<file path="src/rtl/vidreg_pkg.sv">
// Package: shared register offsets and widths for the video register port.
// Assumes eight registers selected by the low three address bits.
package vidreg_pkg;

    localparam int DATA_W   = 8;
    localparam int SEL_W    = 3;
    localparam int STAT_W   = 3;
    localparam int PAL_OWN  = 6;

    // Register offsets inside one 8-byte mirror
    typedef enum logic [SEL_W-1:0] {
        OFS_CTRL    = 3'd0,
        OFS_MODE    = 3'd1,
        OFS_STATUS  = 3'd2,
        OFS_SPRPTR  = 3'd3,
        OFS_SPRDAT  = 3'd4,
        OFS_SCROLL  = 3'd5,
        OFS_DPTR    = 3'd6,
        OFS_DPORT   = 3'd7
    } vreg_ofs_e;

    // Per-bit ownership of one register read: which latch bits it replaces
    typedef struct packed {
        logic [DATA_W-1:0] own;
        logic [DATA_W-1:0] src;
    } rd_drive_t;

endpackage

</file>
<file path="src/rtl/vidreg_decode.sv">
// Module: window hit and mirrored register select.
// Assumes the window is a power-of-two aligned block of 2**WIN_LOG2 bytes;
// the register select is the low SEL_W address bits regardless of mirror.
module vidreg_decode #(
    parameter int                ADDR_W   = 16,
    parameter int                WIN_LOG2 = 13,
    parameter int                SEL_W    = 3,
    parameter logic [ADDR_W-1:0] WIN_BASE = 16'h2000
) (
    input  logic [ADDR_W-1:0] addr,
    output logic              hit,
    output logic [SEL_W-1:0]  sel
);
    localparam int TAG_W = ADDR_W - WIN_LOG2;
    localparam logic [TAG_W-1:0] BASE_TAG = WIN_BASE[ADDR_W-1:WIN_LOG2];

    // Compare the address tag above the window against the base tag
    always_comb begin
        hit = (addr[ADDR_W-1:WIN_LOG2] == BASE_TAG);
    end

    // Register select ignores every mirror bit between SEL_W and WIN_LOG2
    always_comb begin
        sel = addr[SEL_W-1:0];
    end
endmodule

</file>
<file path="src/rtl/vidreg_merge.sv">
// Module: computes the latch value after a read.
// The addressed register replaces only the bits it owns; every other bit
// keeps the current latch. Write-only offsets own no bits.
module vidreg_merge
    import vidreg_pkg::*;
#(
    parameter int D_W   = DATA_W,
    parameter int S_W   = SEL_W,
    parameter int ST_W  = STAT_W,
    parameter int PAL_W = PAL_OWN
) (
    input  logic [S_W-1:0]  sel,
    input  logic [ST_W-1:0] stat_flags,
    input  logic [D_W-1:0]  spr_data,
    input  logic [D_W-1:0]  rbuf_data,
    input  logic            pal_space,
    input  logic [D_W-1:0]  latch_q,
    output logic [D_W-1:0]  latch_nxt
);
    localparam int STAT_LO = D_W - ST_W;
    localparam logic [D_W-1:0] ALL_ONES  = {D_W{1'b1}};
    localparam logic [D_W-1:0] STAT_MASK = ALL_ONES << STAT_LO;
    localparam logic [D_W-1:0] PAL_MASK  = ALL_ONES >> (D_W - PAL_W);

    rd_drive_t drv;

    // Select ownership mask and source byte for the addressed register
    always_comb begin
        drv.own = '0;
        drv.src = '0;
        case (vreg_ofs_e'(sel))
            OFS_STATUS: begin
                drv.own = STAT_MASK;
                drv.src = {stat_flags, {STAT_LO{1'b0}}};
            end
            OFS_SPRDAT: begin
                drv.own = ALL_ONES;
                drv.src = spr_data;
            end
            OFS_DPORT: begin
                drv.own = pal_space ? PAL_MASK : ALL_ONES;
                drv.src = rbuf_data;
            end
            default: begin
                drv.own = '0;
                drv.src = '0;
            end
        endcase
    end

    // Per-bit merge of owned source bits over the held latch bits
    genvar b;
    generate
        for (b = 0; b < D_W; b++) begin : g_bit
            assign latch_nxt[b] = drv.own[b] ? drv.src[b] : latch_q[b];
        end
    endgenerate
endmodule

</file>
<file path="src/rtl/vidreg_latch.sv">
// Module: the shared I/O latch, the read-valid flag and the delayed
// forwarding of writes. A write is forwarded from the latch one cycle after
// the latch loads, so the target always receives the latched byte.
module vidreg_latch #(
    parameter int D_W = 8,
    parameter int S_W = 3
) (
    input  logic           clk,
    input  logic           rst_n,
    input  logic           load_en,
    input  logic [D_W-1:0] load_val,
    input  logic           rd_go,
    input  logic           wr_go,
    input  logic [S_W-1:0] wr_go_sel,
    output logic [D_W-1:0] latch_q,
    output logic           rd_valid,
    output logic           wr_stb,
    output logic [S_W-1:0] wr_sel,
    output logic [D_W-1:0] wr_data
);
    logic           pend_v;
    logic [S_W-1:0] pend_sel;

    // Latch register: loads on every accepted access, clears on reset
    always_ff @(posedge clk) begin
        if (!rst_n) begin
            latch_q <= '0;
        end else if (load_en) begin
            latch_q <= load_val;
        end
    end

    // Read-valid pulse for the cycle after a read is sampled
    always_ff @(posedge clk) begin
        if (!rst_n) begin
            rd_valid <= 1'b0;
        end else begin
            rd_valid <= rd_go;
        end
    end

    // Remember a write for one cycle so it forwards from the latch
    always_ff @(posedge clk) begin
        if (!rst_n) begin
            pend_v   <= 1'b0;
            pend_sel <= '0;
        end else begin
            pend_v   <= wr_go;
            pend_sel <= wr_go_sel;
        end
    end

    // Forward the pending write, carrying the byte now held in the latch
    always_ff @(posedge clk) begin
        if (!rst_n) begin
            wr_stb  <= 1'b0;
            wr_sel  <= '0;
            wr_data <= '0;
        end else begin
            wr_stb  <= pend_v;
            wr_sel  <= pend_sel;
            wr_data <= pend_v ? latch_q : wr_data;
        end
    end
endmodule

</file>
<file path="src/rtl/vidreg_latch_top.sv">
// Module: top of the video register port. Decodes the mirrored window,
// merges register read data into the shared latch, loads writes into it,
// and forwards writes to the register file side.
// Assumes one access per cycle, qualified by bus_req.
module vidreg_latch_top
    import vidreg_pkg::*;
#(
    parameter int                ADDR_W   = 16,
    parameter int                WIN_LOG2 = 13,
    parameter logic [ADDR_W-1:0] WIN_BASE = 16'h2000
) (
    input  logic                 clk,
    input  logic                 rst_n,
    input  logic                 bus_req,
    input  logic                 bus_we,
    input  logic [ADDR_W-1:0]    bus_addr,
    input  logic [DATA_W-1:0]    bus_wdata,
    input  logic [STAT_W-1:0]    stat_flags,
    input  logic [DATA_W-1:0]    spr_data,
    input  logic [DATA_W-1:0]    rbuf_data,
    input  logic                 pal_space,
    output logic [DATA_W-1:0]    io_latch,
    output logic                 rd_valid,
    output logic                 wr_stb,
    output logic [SEL_W-1:0]     wr_sel,
    output logic [DATA_W-1:0]    wr_data
);
    logic              hit;
    logic [SEL_W-1:0]  sel;
    logic [DATA_W-1:0] merged;
    logic              acc;
    logic [DATA_W-1:0] load_val;

    vidreg_decode #(
        .ADDR_W   (ADDR_W),
        .WIN_LOG2 (WIN_LOG2),
        .SEL_W    (SEL_W),
        .WIN_BASE (WIN_BASE)
    ) u_decode (
        .addr (bus_addr),
        .hit  (hit),
        .sel  (sel)
    );

    vidreg_merge u_merge (
        .sel        (sel),
        .stat_flags (stat_flags),
        .spr_data   (spr_data),
        .rbuf_data  (rbuf_data),
        .pal_space  (pal_space),
        .latch_q    (io_latch),
        .latch_nxt  (merged)
    );

    // Accept an access only inside the window; a write loads the raw byte
    always_comb begin
        acc      = bus_req && hit;
        load_val = bus_we ? bus_wdata : merged;
    end

    vidreg_latch #(
        .D_W (DATA_W),
        .S_W (SEL_W)
    ) u_latch (
        .clk       (clk),
        .rst_n     (rst_n),
        .load_en   (acc),
        .load_val  (load_val),
        .rd_go     (acc && !bus_we),
        .wr_go     (acc && bus_we),
        .wr_go_sel (sel),
        .latch_q   (io_latch),
        .rd_valid  (rd_valid),
        .wr_stb    (wr_stb),
        .wr_sel    (wr_sel),
        .wr_data   (wr_data)
    );
endmodule

</file>
<file path="config.mk">
export PLATFORM = sky130hd
export DESIGN_NAME = vidreg_latch_top
export DESIGN_NICKNAME = d
export VERILOG_FILES = /design/src/rtl/vidreg_pkg.sv /design/src/rtl/vidreg_decode.sv /design/src/rtl/vidreg_merge.sv /design/src/rtl/vidreg_latch.sv /design/src/rtl/vidreg_latch_top.sv
export SDC_FILE = /design/constraint.sdc
export NUM_CORES = 1
export LEC_CHECK = 0
export BUFFER_PORTS_ARGS = -buffer_cell sky130_fd_sc_hd__buf_4
export CAP_MARGIN = 10
export CORE_ASPECT_RATIO = 1.5
export CORE_MARGIN = 5
export CORE_UTILIZATION = 46
export CTS_CLUSTER_SIZE = 20
export DETAILED_ROUTE_END_ITERATION = 12
export PLACE_DENSITY = 0.94
export SLEW_MARGIN = 0
export SYNTH_ARGS = -nofsm -noshare
export SYNTH_HDL_FRONTEND = slang
export SYNTH_SLANG_ARGS = --single-unit
</file>
<file path="constraint.sdc">
create_clock -name clk -period 3.3 [get_ports clk]
set_input_delay 0.33 -clock clk [delete_from_list [all_inputs] [get_ports clk]]
set_output_delay 0.33 -clock clk [all_outputs]
set_load 0.02 [all_outputs]
</file>
==> impl_metrics.yaml, run 1 <==
place:
  port_buffers: 58
  place_congestion: 0.708
  place_ws_ns: 1.77
  hpwl_mm: 2.47
worst_hold_path:
  holdPathStages: 3
  holdPathEnd: "u_latch.latch_q[0]$_SDFFE_PN0P_"
  worstHoldStart: "bus_wdata[0]"
  hp-class: "input port to flip-flop"
floorplanning:
  floorplan.rows: 22
  fp.dieW_um: 51.6
  floorplan.die_area_um2: 3730
  io_pins: 69
  coreArea_um2: 2480
  start_util: 0.481
  fp.dieH_um: 72.3
logic_synthesis:
  synthAdderAreaFrac: 0
  ys_seq_elements: 25
  synth_area_um2: 1190
  seq_area_frac_synth: 0.420
  synth_warnings: 0
  synth_edf_count: 0
  synth_top_family_by_area: "simple AND/OR/NAND/NOR gates"
  yosys.area_share.simple: 0.216
  syn_nets: 166
  synthXorXnorAreaFrac: 0.0147
  synth-main-ff-cell: "dfxtp_1"
  synthArstFlopShare: 0
  synth_mux_area_frac: 0.0672
  syn_avg_cell_area_um2: 10.1
  synth-compound-area-share: 0.210
  synthCells: 118
  ys_types: 31
global_route:
  grt.overflow.total: 0
  grt_pass1_vias: 1108
  grt_use_total: 0.165
  antenna_found_initial: 0
  grt_start_max_net_pins: 26
  grt_pass1_wl_mm: 4.82
worst_setup_path:
  rr_startpoint: "u_latch.pend_v$_SDFF_PN0_"
  crit_family: "compound AO/OA/AOI/OAI gates"
  critPathMaxFanout: 13
  r2r_setup_slack_ns: 2.25
  worstPathArrival_ns: 1.50
  slowest_stage: "a221oi_1"
  r2r-end: "u_latch.wr_data[1]$_SDFFE_PN0P_"
  reg2reg_depth: 2
  crit_path_start_kind: "input port"
  path_class: "input port to flip-flop"
  cp-end-kind: "flip-flop"
  path_cells: "buf_4 > xnor2_1 > or2_1 > a221oi_1 > o221a_2"
  max_stage_delay_ns: 0.34
  critPathBufInv: 1
  cp.required_ns: 3.55
clocking:
  cts-root-buf: "clkbuf_4"
  hold_buffers: 0
  cts.sinks: 25
  cts.clk_slew.worst_paths_ns: 0.12
  cts-resized-gates: 0
  postCtsSetupRepairBufs: 0
  insertion_delay_ns: 0.30
  cts.path.max_buffers: 2
  cts_buffers: 3
  cts_tree: "built"
  htreeDepth: 1
layout:
  multiInputGateArea_um2: 606
  final_nets: 220
  drive_gt1_frac: 0.415
  regArea_um2: 500
  syn_to_final_growth_pct: 34.5
  fillerInstances: 208
  diodes: 0
route:
  met3WireLength_um: 131
  vias: 1088
  wl_mm: 3.03
  drt.antenna.violating_nets: 0
  drt_iter0_drc: 20
  top_layer_used: "met4"
  drt_first_pass_iters: 4
  routed-wl-met2_mm: 1.68
  wl_per_cell_um: 15.5
  wl_met1_mm: 1.15
  drt-vias-per-instance: 5.58
  remaining_drc_errors: 0
timing:
  slew_violations: 0
  max_freq_mhz: 803
  final.setup.tns_ns: 0
  setup_slack_ns: 2.05
  finalCritPeriodShare: 0.377
  tightest_slew_ns: 0.470
  finalHoldViolCount: 0
  min_period_ns: 1.25
  relSlewSlack: 0.686
  grt_setup_unrepaired: "false"
  finClkSkew_ns: 0.00480
  setup_viol: 0
run:
  drv_cap: 0
pwr:
  powerDensity_nw_per_um2: 335
  power.leakage_nw: 0.715
  total_power_uw: 536
  max-vdd-ir-drop_mv: 0.172
run_status:
  status: "complete, no violations"
==> placed cells by master (no fill, tap or decap) <==
master and n:
and2_0 1, xnor2_1 2, o31ai_1 5, mux2i_1 8, and4bb_2 2, a21o_1 1, clkbuf_1 1, and2_1 6
a221oi_1 3, nand2_1 7, and3_1 3, o211a_1 1, clkbuf_4 3, inv_1 1, o211ai_1 1, a31oi_1 3
or2_1 1, o221a_2 2, a21oi_1 6, and3_2 1, o221ai_1 1, nand3_1 3, nor4bb_1 2, dfxtp_1 25
buf_4 58, a2bb2oi_1 5, a22oi_1 5, nand3_2 1, nor2b_1 9, and2_2 3, nor2_2 1
==> registers in the layout, indices dropped and copies added (netlist names) <==
register	flops
u_latch.wr_sel	3
u_latch.wr_stb	1
u_latch.latch_q	8
u_latch.wr_data	8
u_latch.pend_v	1
u_latch.pend_sel	3
u_latch.rd_valid	1
==> how the worst max path moves through the flow <==
stage	from	endpoint	slack (ns)	cells past startpoint
5_1_grt	bus_addr[0]	u_latch.latch_q[7]$_SDFFE_PN0P_	2.01	5
4_1_cts	bus_addr[2]	u_latch.latch_q[6]$_SDFFE_PN0P_	2.09	5
2_1_floorplan	bus_addr[1]	u_latch.latch_q[7]$_SDFFE_PN0P_	1.90	5
6_report	bus_addr[2]	u_latch.latch_q[6]$_SDFFE_PN0P_	2.05	5
3_5_place_dp	bus_addr[1]	u_latch.latch_q[7]$_SDFFE_PN0P_	1.77	5
3_3_place_gp	bus_addr[1]	u_latch.latch_q[7]$_SDFFE_PN0P_	1.82	5
==> routing by layer <==
metal,GRT usage,up-vias
met5,0,-
met3,0.0103,6
met4,0.0758,0
li1,-,542
met2,0.313,44
met1,0.181,496
==> Yosys cell counts (all sizes together), types with 4 or more instances <==
cell type	n	area [um^2]
nand2	7	26.3
dfxtp	25	500
nand3	4	25.0
and2	10	66.3
mux2i	8	80.1
a21oi	6	30.0
nor2b	9	56.3
and3	4	26.3
buf	5	56.3
a2bb2oi	5	43.8
o31ai	5	37.5
clkbuf	4	25.0
a22oi	5	37.5
==> kinds of logic after synthesis <==
group                     Yosys count
and+or+nand+nor                    40
AOI/OAI and AO/OA                  33
buffers and inverters              10
muxes                               8
DFF                                25
xor gates and xnor gates            2
==> stage by stage <==
stage | instance area [um^2] | hold WS, ns | utilization | instances
global placement | 1580 | 0.416 | 0.636 | 191
CTS | 1600 | 0.304 | 0.646 | 195
detailed placement | 1580 | 0.432 | 0.636 | 191
floorplan | 1190 | 0.412 | - | 118
finish | 1600 | 0.310 | 0.646 | 195
global route | 1600 | 0.324 | 0.646 | 195
==> worst register-to-register path, stage by stage (launching register included) <==
cell and delay [ns]:
dfxtp_1 0.63, mux2i_1 0.27, nor2b_1 0.06
==> report_power, final <==
| part | internal (mW) | switching [mW] | leakage (nW) |
|---|---|---|---|
| Clock | 0.0470 | 0.0786 | 0.0150 |
| Sequential | 0.309 | 0.00409 | 0.203 |
| Combinational | 0.0552 | 0.0430 | 0.496 |
| Total | 0.411 | 0.126 | 0.715 |
==> cell type report <==
type	instances	share of cell area
multi-input combinational	83	0.378
sequential	25	0.312
timing repair buffer	58	0.272
tap	24	0.0187
clock buffer	4	0.0164
inverter	1	0.00234
Note: power is estimated with default switching activity, not from simulation.
==> run 2, diff against run 1 <==
--- a/config.mk
+++ b/config.mk
@@ -9,10 +9,10 @@
 export CAP_MARGIN = 10
 export CORE_ASPECT_RATIO = 1.5
 export CORE_MARGIN = 5
-export CORE_UTILIZATION = 46
+export CORE_UTILIZATION = 39
 export CTS_CLUSTER_SIZE = 20
 export DETAILED_ROUTE_END_ITERATION = 12
-export PLACE_DENSITY = 0.94
+export PLACE_DENSITY = 0.85
 export SLEW_MARGIN = 0
 export SYNTH_ARGS = -nofsm -noshare
 export SYNTH_HDL_FRONTEND = slang
==> constraint.sdc (replaced) <==
create_clock -name clk -period 1.09 [get_ports clk]
set_input_delay 0.109 -clock clk [delete_from_list [all_inputs] [get_ports clk]]
set_output_delay 0.109 -clock clk [all_outputs]
set_load 0.02 [all_outputs]
==> run 2 against run 1 <==
Effect of this change:
- first-iteration DRC count rose by 40%
- register-to-register slack worse by 2.1 ns
- design area grew 7.9%
- via count up 3.4%
- worst hold slack got worse by 0.18 ns
- combinational power rose to 3.3 times the previous value
- count of clock-buffer cells in the layout decreased by 1
- power increased to 3.3 times the previous value
==> impl_metrics.yaml, run 2 (same netlist as run 1, synthesis figures left out) <==
run_status:
  status: "complete, no violations"
pwr:
  p_switching_uw: 415
  p_clk_frac: 0.291
  pwr-share-seq: 0.527
  intPower_mw: 1.38
  max-vdd-ir-drop_mv: 0.601
  powerDensity_nw_per_um2: 1040
  swShare: 0.232
  total_power_mw: 1.79
  p_comb_frac: 0.182
  power.leakage_nw: 0.777
layout:
  diodes: 0
  final_common_cell: "buf_4"
  layout_common_cells: "buf_4 (67), dfxtp_1 (25), nor2b_1 (9), mux2i_1 (8), nand2_1 (7)"
  drive_gt1_frac: 0.467
  syn_to_final_growth_pct: 45.1
  largest_registers: "u_latch.latch_q (8), u_latch.wr_data (8)"
  final_nets: 229
clocking:
  cts_buffers: 3
  insertion_delay_ns: 0.26
  cts-root-buf: "clkbuf_8"
  htreeDepth: 1
  cts.path.max_buffers: 2
  cts_tree: "built"
  cts.sinks: 25
  hold_buffers: 0
  cts.clk_slew.worst_paths_ns: 0.08
worst_setup_path:
  r2r_setup_slack_ns: 0.19
  crit_family: "compound AO/OA/AOI/OAI gates"
  crit_path_start_kind: "input port"
  rr_startpoint: "u_latch.pend_v$_SDFF_PN0_"
  r2r-end: "u_latch.wr_data[7]$_SDFFE_PN0P_"
  path_class: "input port to flip-flop"
  critPathMaxFanout: 10
  worstPathArrival_ns: 1.22
  critPathBufInv: 1
  cp.required_ns: 1.29
  path_cells: "buf_4 > xnor2_2 > or2_1 > a221oi_1 > o211a_1"
  slowest_stage: "a221oi_1"
  reg2reg_depth: 3
  max_stage_delay_ns: 0.33
  cp-end-kind: "flip-flop"
global_route:
  grt_pass1_vias: 1106
  met1_usage: 0.163
  grt_use_total: 0.151
  grt.overflow.total: 0
  gr-usage-met2: 0.290
  grt_use_met3: 0.00766
  top_usage_layer: "met2"
  antenna_found_initial: 0
  grt_start_max_net_pins: 26
  grt_pass1_wl_mm: 4.96
place:
  place_congestion: 0.879
  hpwl_mm: 2.62
  port_buffers: 58
  place_ws_ns: -0.188
timing:
  finalCritPeriodShare: 0.929
  slew_violations: 0
  relSlewSlack: 0.807
  setup_slack_ns: 0.0770
  grt_setup_unrepaired: "false"
  setup_viol: 0
  finalHoldViolCount: 0
  finClkSkew_ns: 0.00765
  max_freq_mhz: 987
  min_period_ns: 1.01
  tightest_slew_ns: 0.285
route:
  drt_iter0_drc: 28
  drt.antenna.violating_nets: 0
  drt_first_pass_iters: 5
  drt-vias-per-instance: 5.14
  wl_mm: 3.11
  remaining_drc_errors: 0
  wl_per_cell_um: 14.2
  vias: 1125
worst_hold_path:
  holdPathStages: 3
  hp-class: "input port to flip-flop"
  holdPathEnd: "u_latch.latch_q[2]$_SDFFE_PN0P_"
  worstHoldStart: "bus_wdata[2]"
floorplanning:
  fp.dieH_um: 77.7
  coreArea_um2: 2910
  start_util: 0.409
  fp.dieW_um: 55.1
  floorplan.die_area_um2: 4280
  io_pins: 69
  floorplan.rows: 24
run:
  drv_cap: 0
run 2: cell count changes in the layout (fill, tap and decap cells not counted), sizes merged:
| cell | before | now |
|---|---|---|
| clkbuf | 4 | 3 |
| clkinv | 0 | 1 |
| buf | 58 | 67 |
run 2: final cells by class:
| cell class | count | area, um^2 |
|---|---|---|
| fill | 259 | 1180 |
| inverter | 1 | 3.75 |
| tap | 39 | 48.8 |
| multi-input combinational | 83 | 626 |
| timing repair buffer | 67 | 503 |
| clock inverter | 1 | 5.00 |
| clock buffer | 3 | 41.3 |
| sequential | 25 | 500 |
run 2: timing repair:
action / in CTS / in global routing
resized for setup: 0 / 1
setup endpoints to repair: 0 / 1
setup buffers: 0 / 0
run 2: worst reg2reg max path, stage by stage, from the launching register on:
cell and delay (ns):
dfxtp_1 0.31, buf_4 0.18, mux2i_1 0.22, nor2b_1 0.08
run 2: per-layer routing:
metal | vias up | routed length, um
met2 | 46 | 1770
met4 | 0 | 39
met1 | 517 | 1130
met5 | - | 0
li1 | 558 | -
met3 | 4 | 167
run 2: power by group through the flow:
stage          clock network [mW]  registers (mW)  logic, mW
6_report                    0.520           0.944      0.326
5_1_grt                     0.568           0.947      0.351
4_1_cts                     0.530           0.944      0.324
3_5_place_dp                    0           0.965      0.324
3_3_place_gp                    0           0.965      0.311
2_1_floorplan                   0           0.981      0.151
run 2: through the flow:
step	cells	area (um^2)	hold WS, ns	util	TNS [ns]
after detailed placement	215	1680	0.404	0.575	-1.09
after global routing	219	1730	0.129	0.593	0
final	219	1730	0.131	0.593	0
after CTS	219	1720	0.130	0.591	0
after floorplan	118	1200	0.237	-	-0.0641
after global placement	215	1680	0.398	0.575	-0.594
run 2: how the worst max path moves through the flow:
stage	to	startpoint	depth (start not counted)	slack, ns
2_1_floorplan	u_latch.latch_q[7]$_SDFFE_PN0P_	bus_addr[1]	5	-0.03
6_report	u_latch.latch_q[5]$_SDFFE_PN0P_	bus_addr[2]	5	0.08
4_1_cts	u_latch.latch_q[7]$_SDFFE_PN0P_	bus_addr[2]	5	0.08
3_3_place_gp	u_latch.latch_q[6]$_SDFFE_PN0P_	bus_addr[2]	5	-0.11
3_5_place_dp	u_latch.latch_q[7]$_SDFFE_PN0P_	bus_addr[2]	5	-0.19
5_1_grt	u_latch.latch_q[5]$_SDFFE_PN0P_	bus_addr[0]	5	0.003
